**src/rtl/stream_pkg.sv**
```systemverilog
package stream_pkg;

    localparam int BYTE_W = 8;
    localparam int CRC_W  = 16;

    typedef enum logic [1:0] {
        MODE_IDLE   = 2'd0,
        MODE_STREAM = 2'd1,
        MODE_MUTE   = 2'd2
    } mode_e;

    typedef enum logic [1:0] {
        PH_DATA   = 2'd0,
        PH_CRC_LO = 2'd1,
        PH_CRC_HI = 2'd2
    } phase_e;

endpackage

```
**src/rtl/stream_cmd_rx.sv**
```systemverilog
module stream_cmd_rx #(
    parameter int CMD_W = 8
) (
    input  logic             clk,
    input  logic             rst_n,
    input  logic             clear,
    input  logic             enable,
    input  logic             slot,
    input  logic             bit_in,
    output logic             done,
    output logic [CMD_W-1:0] byte_out
);
    localparam int CNT_W = $clog2(CMD_W);

    typedef struct packed {
        logic [CMD_W-1:0] shift;
        logic [CNT_W-1:0] cnt;
    } rx_t;

    rx_t rx_d, rx_q;
    logic take;

    always_comb begin
        rx_d     = rx_q;
        take     = enable && slot;
        byte_out = {bit_in, rx_q.shift[CMD_W-1:1]};
        done     = take && (rx_q.cnt == CNT_W'(CMD_W - 1));
        if (clear) begin
            rx_d = '0;
        end else if (take) begin
            rx_d.shift = byte_out;
            rx_d.cnt   = done ? '0 : rx_q.cnt + 1'b1;
        end
    end

    always_ff @(posedge clk or negedge rst_n) begin
        if (!rst_n) rx_q <= '0;
        else        rx_q <= rx_d;
    end
endmodule

```
**src/rtl/stream_crc16.sv**
```systemverilog
module stream_crc16 #(
    parameter int             DATA_W = 8,
    parameter int             CRC_W  = 16,
    parameter logic [15:0]    POLY   = 16'hA001
) (
    input  logic [CRC_W-1:0]  seed,
    input  logic [DATA_W-1:0] data,
    output logic [CRC_W-1:0]  result
);
    logic [CRC_W-1:0] stage [DATA_W+1];

    assign stage[0] = seed;

    for (genvar i = 0; i < DATA_W; i++) begin : g_bit
        logic fb;
        assign fb           = stage[i][0] ^ data[i];
        assign stage[i + 1] = (stage[i] >> 1) ^ (fb ? CRC_W'(POLY) : '0);
    end

    assign result = stage[DATA_W];
endmodule

```
**src/rtl/pin_stream_slave.sv**
```systemverilog
module pin_stream_slave
    import stream_pkg::*;
#(
    parameter int          BLOCK_LEN = 32,
    parameter logic [7:0]  CMD_CODE  = 8'hF5,
    parameter logic [15:0] CRC_POLY  = 16'hA001
) (
    input  logic              clk,
    input  logic              rst_n,
    input  logic              bus_rst,
    input  logic              wr_slot,
    input  logic              wr_bit,
    input  logic              rd_slot,
    output logic              rd_bit,
    input  logic [BYTE_W-1:0] pins_in,
    output logic              sample_stb
);
    localparam int CNT_W = (BLOCK_LEN > 2) ? $clog2(BLOCK_LEN) : 1;
    localparam int BIT_W = $clog2(BYTE_W);

    typedef struct packed {
        mode_e              mode;
        phase_e             phase;
        logic [BIT_W-1:0]   bit_idx;
        logic [CNT_W-1:0]   byte_cnt;
        logic [BYTE_W-1:0]  data;
        logic [CRC_W-1:0]   crc;
        logic               stb;
    } st_t;

    localparam st_t RESET_ST = '{
        mode:     MODE_IDLE,
        phase:    PH_DATA,
        bit_idx:  '0,
        byte_cnt: '0,
        data:     '0,
        crc:      '0,
        stb:      1'b0
    };

    st_t st_d, st_q;

    logic               cmd_done;
    logic [BYTE_W-1:0]  cmd_byte;
    logic [CRC_W-1:0]   crc_cmd;
    logic [CRC_W-1:0]   crc_seed;
    logic [CRC_W-1:0]   crc_smp;
    logic               streaming;
    logic               byte_end;
    logic [BYTE_W-1:0]  out_byte;

    stream_cmd_rx #(.CMD_W(BYTE_W)) u_cmd_rx (
        .clk      (clk),
        .rst_n    (rst_n),
        .clear    (bus_rst),
        .enable   (st_q.mode == MODE_IDLE),
        .slot     (wr_slot),
        .bit_in   (wr_bit),
        .done     (cmd_done),
        .byte_out (cmd_byte)
    );

    // CRC of the command code alone, from a cleared register
    stream_crc16 #(.DATA_W(BYTE_W), .CRC_W(CRC_W), .POLY(CRC_POLY)) u_crc_cmd (
        .seed   ('0),
        .data   (CMD_CODE),
        .result (crc_cmd)
    );

    // CRC update with the byte being captured from the port
    stream_crc16 #(.DATA_W(BYTE_W), .CRC_W(CRC_W), .POLY(CRC_POLY)) u_crc_smp (
        .seed   (crc_seed),
        .data   (pins_in),
        .result (crc_smp)
    );

    always_comb begin
        if (st_q.mode == MODE_IDLE)      crc_seed = crc_cmd;
        else if (st_q.phase == PH_CRC_HI) crc_seed = '0;
        else                              crc_seed = st_q.crc;
    end

    always_comb begin
        unique case (st_q.phase)
            PH_CRC_LO: out_byte = ~st_q.crc[BYTE_W-1:0];
            PH_CRC_HI: out_byte = ~st_q.crc[CRC_W-1:BYTE_W];
            default:   out_byte = st_q.data;
        endcase
    end

    assign streaming  = (st_q.mode == MODE_STREAM);
    assign rd_bit     = streaming ? out_byte[st_q.bit_idx] : 1'b1;
    assign sample_stb = st_q.stb;
    assign byte_end   = rd_slot && (st_q.bit_idx == BIT_W'(BYTE_W - 1));

    always_comb begin
        st_d     = st_q;
        st_d.stb = 1'b0;
        if (bus_rst) begin
            st_d = RESET_ST;
        end else begin
            unique case (st_q.mode)
                MODE_IDLE: begin
                    if (cmd_done) begin
                        if (cmd_byte == CMD_CODE) begin
                            st_d.mode     = MODE_STREAM;
                            st_d.phase    = PH_DATA;
                            st_d.bit_idx  = '0;
                            st_d.byte_cnt = '0;
                            st_d.data     = pins_in;
                            st_d.crc      = crc_smp;
                            st_d.stb      = 1'b1;
                        end else begin
                            st_d.mode = MODE_MUTE;
                        end
                    end
                end
                MODE_STREAM: begin
                    if (rd_slot && !byte_end) begin
                        st_d.bit_idx = st_q.bit_idx + 1'b1;
                    end else if (byte_end) begin
                        st_d.bit_idx = '0;
                        unique case (st_q.phase)
                            PH_DATA: begin
                                if (st_q.byte_cnt == CNT_W'(BLOCK_LEN - 1)) begin
                                    st_d.phase = PH_CRC_LO;
                                end else begin
                                    st_d.byte_cnt = st_q.byte_cnt + 1'b1;
                                    st_d.data     = pins_in;
                                    st_d.crc      = crc_smp;
                                    st_d.stb      = 1'b1;
                                end
                            end
                            PH_CRC_LO: begin
                                st_d.phase = PH_CRC_HI;
                            end
                            default: begin
                                st_d.phase    = PH_DATA;
                                st_d.byte_cnt = '0;
                                st_d.data     = pins_in;
                                st_d.crc      = crc_smp;
                                st_d.stb      = 1'b1;
                            end
                        endcase
                    end
                end
                default: ;
            endcase
        end
    end

    always_ff @(posedge clk or negedge rst_n) begin
        if (!rst_n) st_q <= RESET_ST;
        else        st_q <= st_d;
    end
endmodule

```
**config.mk**
```make
export PLATFORM = sky130hd
export DESIGN_NAME = pin_stream_slave
export DESIGN_NICKNAME = d
export VERILOG_FILES = /design/src/rtl/stream_pkg.sv /design/src/rtl/stream_cmd_rx.sv /design/src/rtl/stream_crc16.sv /design/src/rtl/pin_stream_slave.sv
export SDC_FILE = /design/constraint.sdc
export NUM_CORES = 1
export LEC_CHECK = 0
export ABC_AREA = 1
export CORE_AREA = 2 2 73 75
export DETAILED_ROUTE_END_ITERATION = 8
export DIE_AREA = 0 0 75 77
export GPL_TIMING_DRIVEN = 0
export MAX_ROUTING_LAYER = met4
export PLACE_DENSITY = 0.74
export SLEW_MARGIN = 25
export SYNTH_ARGS = -nofsm -noshare
export SYNTH_HDL_FRONTEND = slang
export SYNTH_SLANG_ARGS = --single-unit
```
**constraint.sdc**
```tcl
create_clock -name clk -period 2.99 [get_ports clk]
set_input_delay 0.299 -clock clk [delete_from_list [all_inputs] [get_ports clk]]
set_output_delay 0.299 -clock clk [all_outputs]
set_load 0.1 [all_outputs]
```
* After elaboration in Yosys (flattened, before gate mapping)
Index checks and enable logic that the tools add are counted. Widths: inputs -> output; s select.
Cells by class: add/subtract/negate cells 3, magnitude comparators 1, eq/ne operators 15, muxes and demuxes 31, bitwise operators 18, reductions and logical operators 15
Operators by type and width (count):
- $mux 16 | 10
- $xor 15x16->16 | 8
- $mux 37 | 2
- $mux 35 | 2
- $pmux 35 s2 | 1
- $mux 30 | 2
- $pmux 30 s2 | 1
- $mux 11 | 2
- $not 8->8 | 2
- $pmux 8 s2 | 1
- $ne 3x3->1 const B | 4
- $eq 8x8->1 const B | 1
- $mux 2 | 4
- $ne 4x4->1 const B | 2
- $xor 1x1->1 | 8
- $reduce_and 7->1 | 1
- $add 3x1->3 const B | 2
- $eq 3x3->1 const B | 2
- $mux 3 | 2
- $reduce_and 6->1 | 1
- $reduce_bool 2->1 | 3
- $add 5x1->5 const B | 1
- $eq 5x5->1 const B | 1
- $eq 2x1->1 const B | 2
- 13 further kinds | 18
Storage, ports and cells: bits in registers 48, input bits 14, output and inout port bits 2, word-level logic and storage cells 92

* Logic depth before layout (Yosys ltp)
word-level depth 33, depth in mapped cells 23, depth with buffers taken out 22

* Modules after synthesis
A second synthesis with hierarchy kept.
Unflattened totals: cells, all modules 589, area total of the unflattened synthesis 4232.8 µm²
Modules (own cells, without submodules):
- pin_stream_slave | times used 1, cells an instance 377, area each 2528.7 µm², sequential area each 925.9 µm²
- stream_crc16 | times used 2, cells an instance 76, area each 585.6 µm², sequential area each 0.0 µm²
- stream_cmd_rx | times used 1, cells an instance 60, area each 533.0 µm², sequential area each 250.2 µm²

* Least setup slack after synthesis
No wires, ideal clock.
path type register to output, start register st_q[33] (netlist name), end output port rd_bit, data arrival time 2219 ps, data required time 2691 ps, setup slack 472 ps, cell stages (with the launch flop) 8, path buffers 0, cells stage by stage dfrtp_1 inv_1 ha_1 clkinv_1 a221oi_1 o22ai_1 o221ai_1 nand3_1
Between the ends: longest elaborated chain between the ends 5, elaborated cells between the ends (all ways) 6, those cells by class 2 x eq/ne; 4 x mux
Ends and longest elaborated chain:
- from (decl) | line pin_stream_slave.sv:41 | st_t st_d, st_q;
- from (signal assigned) | line pin_stream_slave.sv:154 | else st_q <= st_d;
- $eq 2x2->1 or $eq 2x1->1 (tied branches) | line pin_stream_slave.sv:84 | unique case (st_q.phase)
- $pmux 8 s2 * | line pin_stream_slave.sv:84
- $bmux 1 s3 * | line pin_stream_slave.sv:92 | assign rd_bit = streaming ? out_byte[st_q.bit_idx] : 1'b1;
- $mux 1 (implied by the code) * | line pin_stream_slave.sv:92
- $mux 1 * | line pin_stream_slave.sv:92
- to (decl) | line pin_stream_slave.sv:14 | output logic rd_bit,
Mark *: on every way between the ends. The rest lies on a longest branch, timed or not. The select of a mux whose other input is x is not followed.

* Final worst setup path
Ends and elaborated chain as after synthesis.

==> flow_summary.json <==
{
  "status": "finished with violations",
  "synth_edf_count": 0,
  "finalSetupViolCount": 0,
  "tritoncts": "yes",
  "diodes": 0,
  "rsz0062_at_grt": "false",
  "clk_pin_slew_ns": 0.09,
  "finalClockSkew_ns": 0.00738,
  "synth_nets": 381,
  "ff_latch_area_mm2": 0.00118,
  "post_route_cells_drive_above_1_share_pct": 13.2,
  "synth.cell_area_mm2": 0.00290,
  "cts_hold_buffers": 0,
  "finalNetCount": 403,
  "combPwrFrac_pct": 16.0,
  "synth_area_per_cell_um2": 8.13,
  "r2r-start": "st_q[33]",
  "initial_utilization_pct": 58.2,
  "violations": "negative hold slack",
  "vias": 2503,
  "drcViolationCount": 0,
  "dieArea_mm2": 0.00578,
  "critical_path_required_ns": 2.69,
  "drv_slew": 0,
  "synth.area.top_cells": "dfrtp_1 41%, inv_1 7.6%, nand2_1 7.0%, o21ai_0 6.2%, ha_1 4.8%",
  "slew_headroom_pct": 33.1,
  "grt_util_met1_pct": 34.9,
  "wl_um": 6810,
  "critPathLaunchType": "flop",
  "ys_seq_area_share_pct": 40.6,
  "post-place-ws_ns": -0.177,
  "cts_root_buf": "clkbuf_8",
  "layout_setup_ws_ns": 0.122,
  "finalSetupTns_ns": 0,
  "io_pins": 16,
  "synthTopCellsByCount": "59 x inv_1, 54 x nand2_1, 47 x dfrtp_1, 36 x o21ai_0, 27 x nand3_1",
  "grt_util_met3_pct": 4.07,
  "gr-total-overflow": 0,
  "grt_pass1_vias": 2319,
  "ctsLongestPathBuffers": 2,
  "rrSetupSlack_ns": 0.19,
  "drt_pass1_iterations": 5,
  "grt.busiest_layer": "met2",
  "crit_type": "flop to primary output",
  "syn_inst": 356,
  "maxCapViolations": 0,
  "max_freq_mhz": 349,
  "grt_use_total_pct": 25.6,
  "grt_pass1_wl_um": 10900,
  "die_y_um": 77,
  "hold_viol": 14,
  "rows": 26,
  "yosysWarningCount": 0,
  "cts_sinks": 47,
  "critPathMaxFanout": 9,
  "synth_most_common_cell": "inv_1",
  "multi_input_area_mm2": 0.00144,
  "synth_ff_type": "dfrtp_1",
  "grtUsageMet2_pct": 38.9,
  "reg2reg_to": "st_q[13]",
  "worst_pin_slew_ns": 0.996,
  "power.density_mw_per_mm2": 407,
  "p_int_mw": 0.917,
  "p_leak_nw": 1.51,
  "timing.hold.ws_ns": -0.0105,
  "port_buffers": 14,
  "fin_crit_ns": 2.87,
  "yosysTopAreaCell": "dfrtp_1",
  "cp_data_arrival_time_ns": 2.57,
  "cp-end-kind": "primary output",
  "die_width_um": 75,
  "synth_top_area_share_pct": 40.6,
  "ir_drop_uv": 285,
  "reg2reg_depth": 23,
  "ant_nets": 0,
  "grt_max_degree": 48,
  "async_flop_share_pct": 100,
  "htree_levels": 2,
  "clkPwrFrac_pct": 30.1,
  "drtIter0Drc": 238,
  "antenna_found_initial": 0,
  "hp-class": "primary input to asynchronous set/reset pin",
  "gp_congestion": 0.923,
  "vias_per_cell": 5.57,
  "yosysUniqueCellTypes": 38,
  "power_frac_seq_pct": 53.9,
  "hpwl_um": 4980,
  "period_share_pct": 95.9,
  "wl_per_cell_um": 15.2,
  "syn_to_final_growth_pct": 11.1,
  "clk_latency_ns": 0.31,
  "p_switching_mw": 0.391,
  "ys_seq_elements": 47,
  "switching_share_pct": 29.9,
  "core_mm2": 0.00498,
  "fill_cells": 429,
  "cts_buffers": 5
}
## how the worst max path moves through the flow
stage          startpoint      to  slack, ns  depth (start not counted)
5_1_grt          st_q[33]  rd_bit      0.006                          8
2_1_floorplan    st_q[33]  rd_bit       0.47                          7
6_report         st_q[33]  rd_bit       0.12                          8
3_5_place_dp     st_q[33]  rd_bit      -0.18                          8
4_1_cts          st_q[33]  rd_bit        0.1                          8
3_3_place_gp     st_q[33]  rd_bit      -0.15                          8
## power groups by stage
stage / clock network (mW) / registers (mW) / logic [mW]
global placement: 0 / 0.715 / 0.204
floorplan: 0 / 0.707 / 0.147
detailed placement: 0 / 0.716 / 0.209
finish: 0.394 / 0.705 / 0.209
CTS: 0.398 / 0.704 / 0.210
global route: 0.427 / 0.710 / 0.233
## routing by layer
metal  up-vias  routed length, µm
met5         -                  0
met4         0                107
li1       1223                  -
met3        10                344
met2        86               3250
met1      1184               3100
## through the flow
step | instance area [µm²] | total power, mW | util (%) | std cells
after CTS | 3200 | 1.31 | 64.4 | 448
after floorplan | 2900 | 0.855 | - | 356
final | 3220 | 1.31 | 64.6 | 449
after global placement | 3120 | 0.919 | 62.7 | 440
after global routing | 3220 | 1.37 | 64.6 | 449
after detailed placement | 3120 | 0.925 | 62.7 | 440
## timing repair
item / 4_1_cts / 5_1_grt
endpoints found under the setup margin: 1 / 1
gates cloned: 0 / 0
resized for setup: 5 / 1
setup buffers: 0 / 1
pin swaps: 0 / 0
## placed cells by master, fill, tap and decap left out, types with 2 or more instances in the layout
| cell | n |
|---|---|
| a21oi_1 | 13 |
| a221oi_1 | 4 |
| a22o_1 | 2 |
| a22oi_1 | 2 |
| buf_2 | 5 |
| buf_4 | 2 |
| clkbuf_8 | 5 |
| clkdlybuf4s50_1 | 12 |
| clkinvlp_4 | 3 |
| dfrtp_1 | 47 |
| ha_1 | 11 |
| inv_1 | 59 |
| inv_2 | 5 |
| nand2_1 | 54 |
| nand2_2 | 4 |
| nand2_4 | 10 |
| nand3_1 | 27 |
| nand3_2 | 7 |
| nand4_1 | 6 |
| nor2_1 | 15 |
| nor2_2 | 3 |
| nor3_1 | 4 |
| o21ai_0 | 36 |
| o21ai_1 | 6 |
| o221ai_1 | 2 |
| o22ai_1 | 12 |
| o31ai_1 | 2 |
| xor2_1 | 7 |
## registers in the layout, indices dropped and copies added (netlist names)
register	flops
sample_stb	1
st_q	36
u_cmd_rx.byte_out	7
u_cmd_rx.rx_q	3
## area by class of cell
cell class | instances | area share [%]
multi-input combinational | 238 | 44.8
sequential | 47 | 36.6
inverter | 65 | 7.70
timing repair buffer | 15 | 4.36
tap | 70 | 2.72
clock buffer | 5 | 2.14
buffer | 6 | 1.09
clock inverter | 3 | 0.623
## worst max-delay path, stage by stage, from the launching register on
cell and delay [ns]:
dfrtp_1 0.40, inv_1 0.10, ha_1 0.46, clkinvlp_4 0.26, a221oi_1 0.28, o22ai_1 0.16, o221ai_1 0.17, nand3_1 0.11
buf_2 0.31
## kinds of logic (layout without fill, tap and decap cells)
group | Yosys count | in the layout | synth area share [%]
AOI/OAI and AO/OA | 83 | 83 | 16.8
DFF | 47 | 47 | 40.6
muxes | 1 | 1 | 0.346
adders and majority gates | 11 | 11 | 4.75
and+or+nand+nor | 134 | 134 | 24.9
buffers and inverters | 71 | 94 | 9.64
xor gates and xnor gates | 9 | 9 | 2.98
No activity file was read; power rests on OpenSTA's default activity.
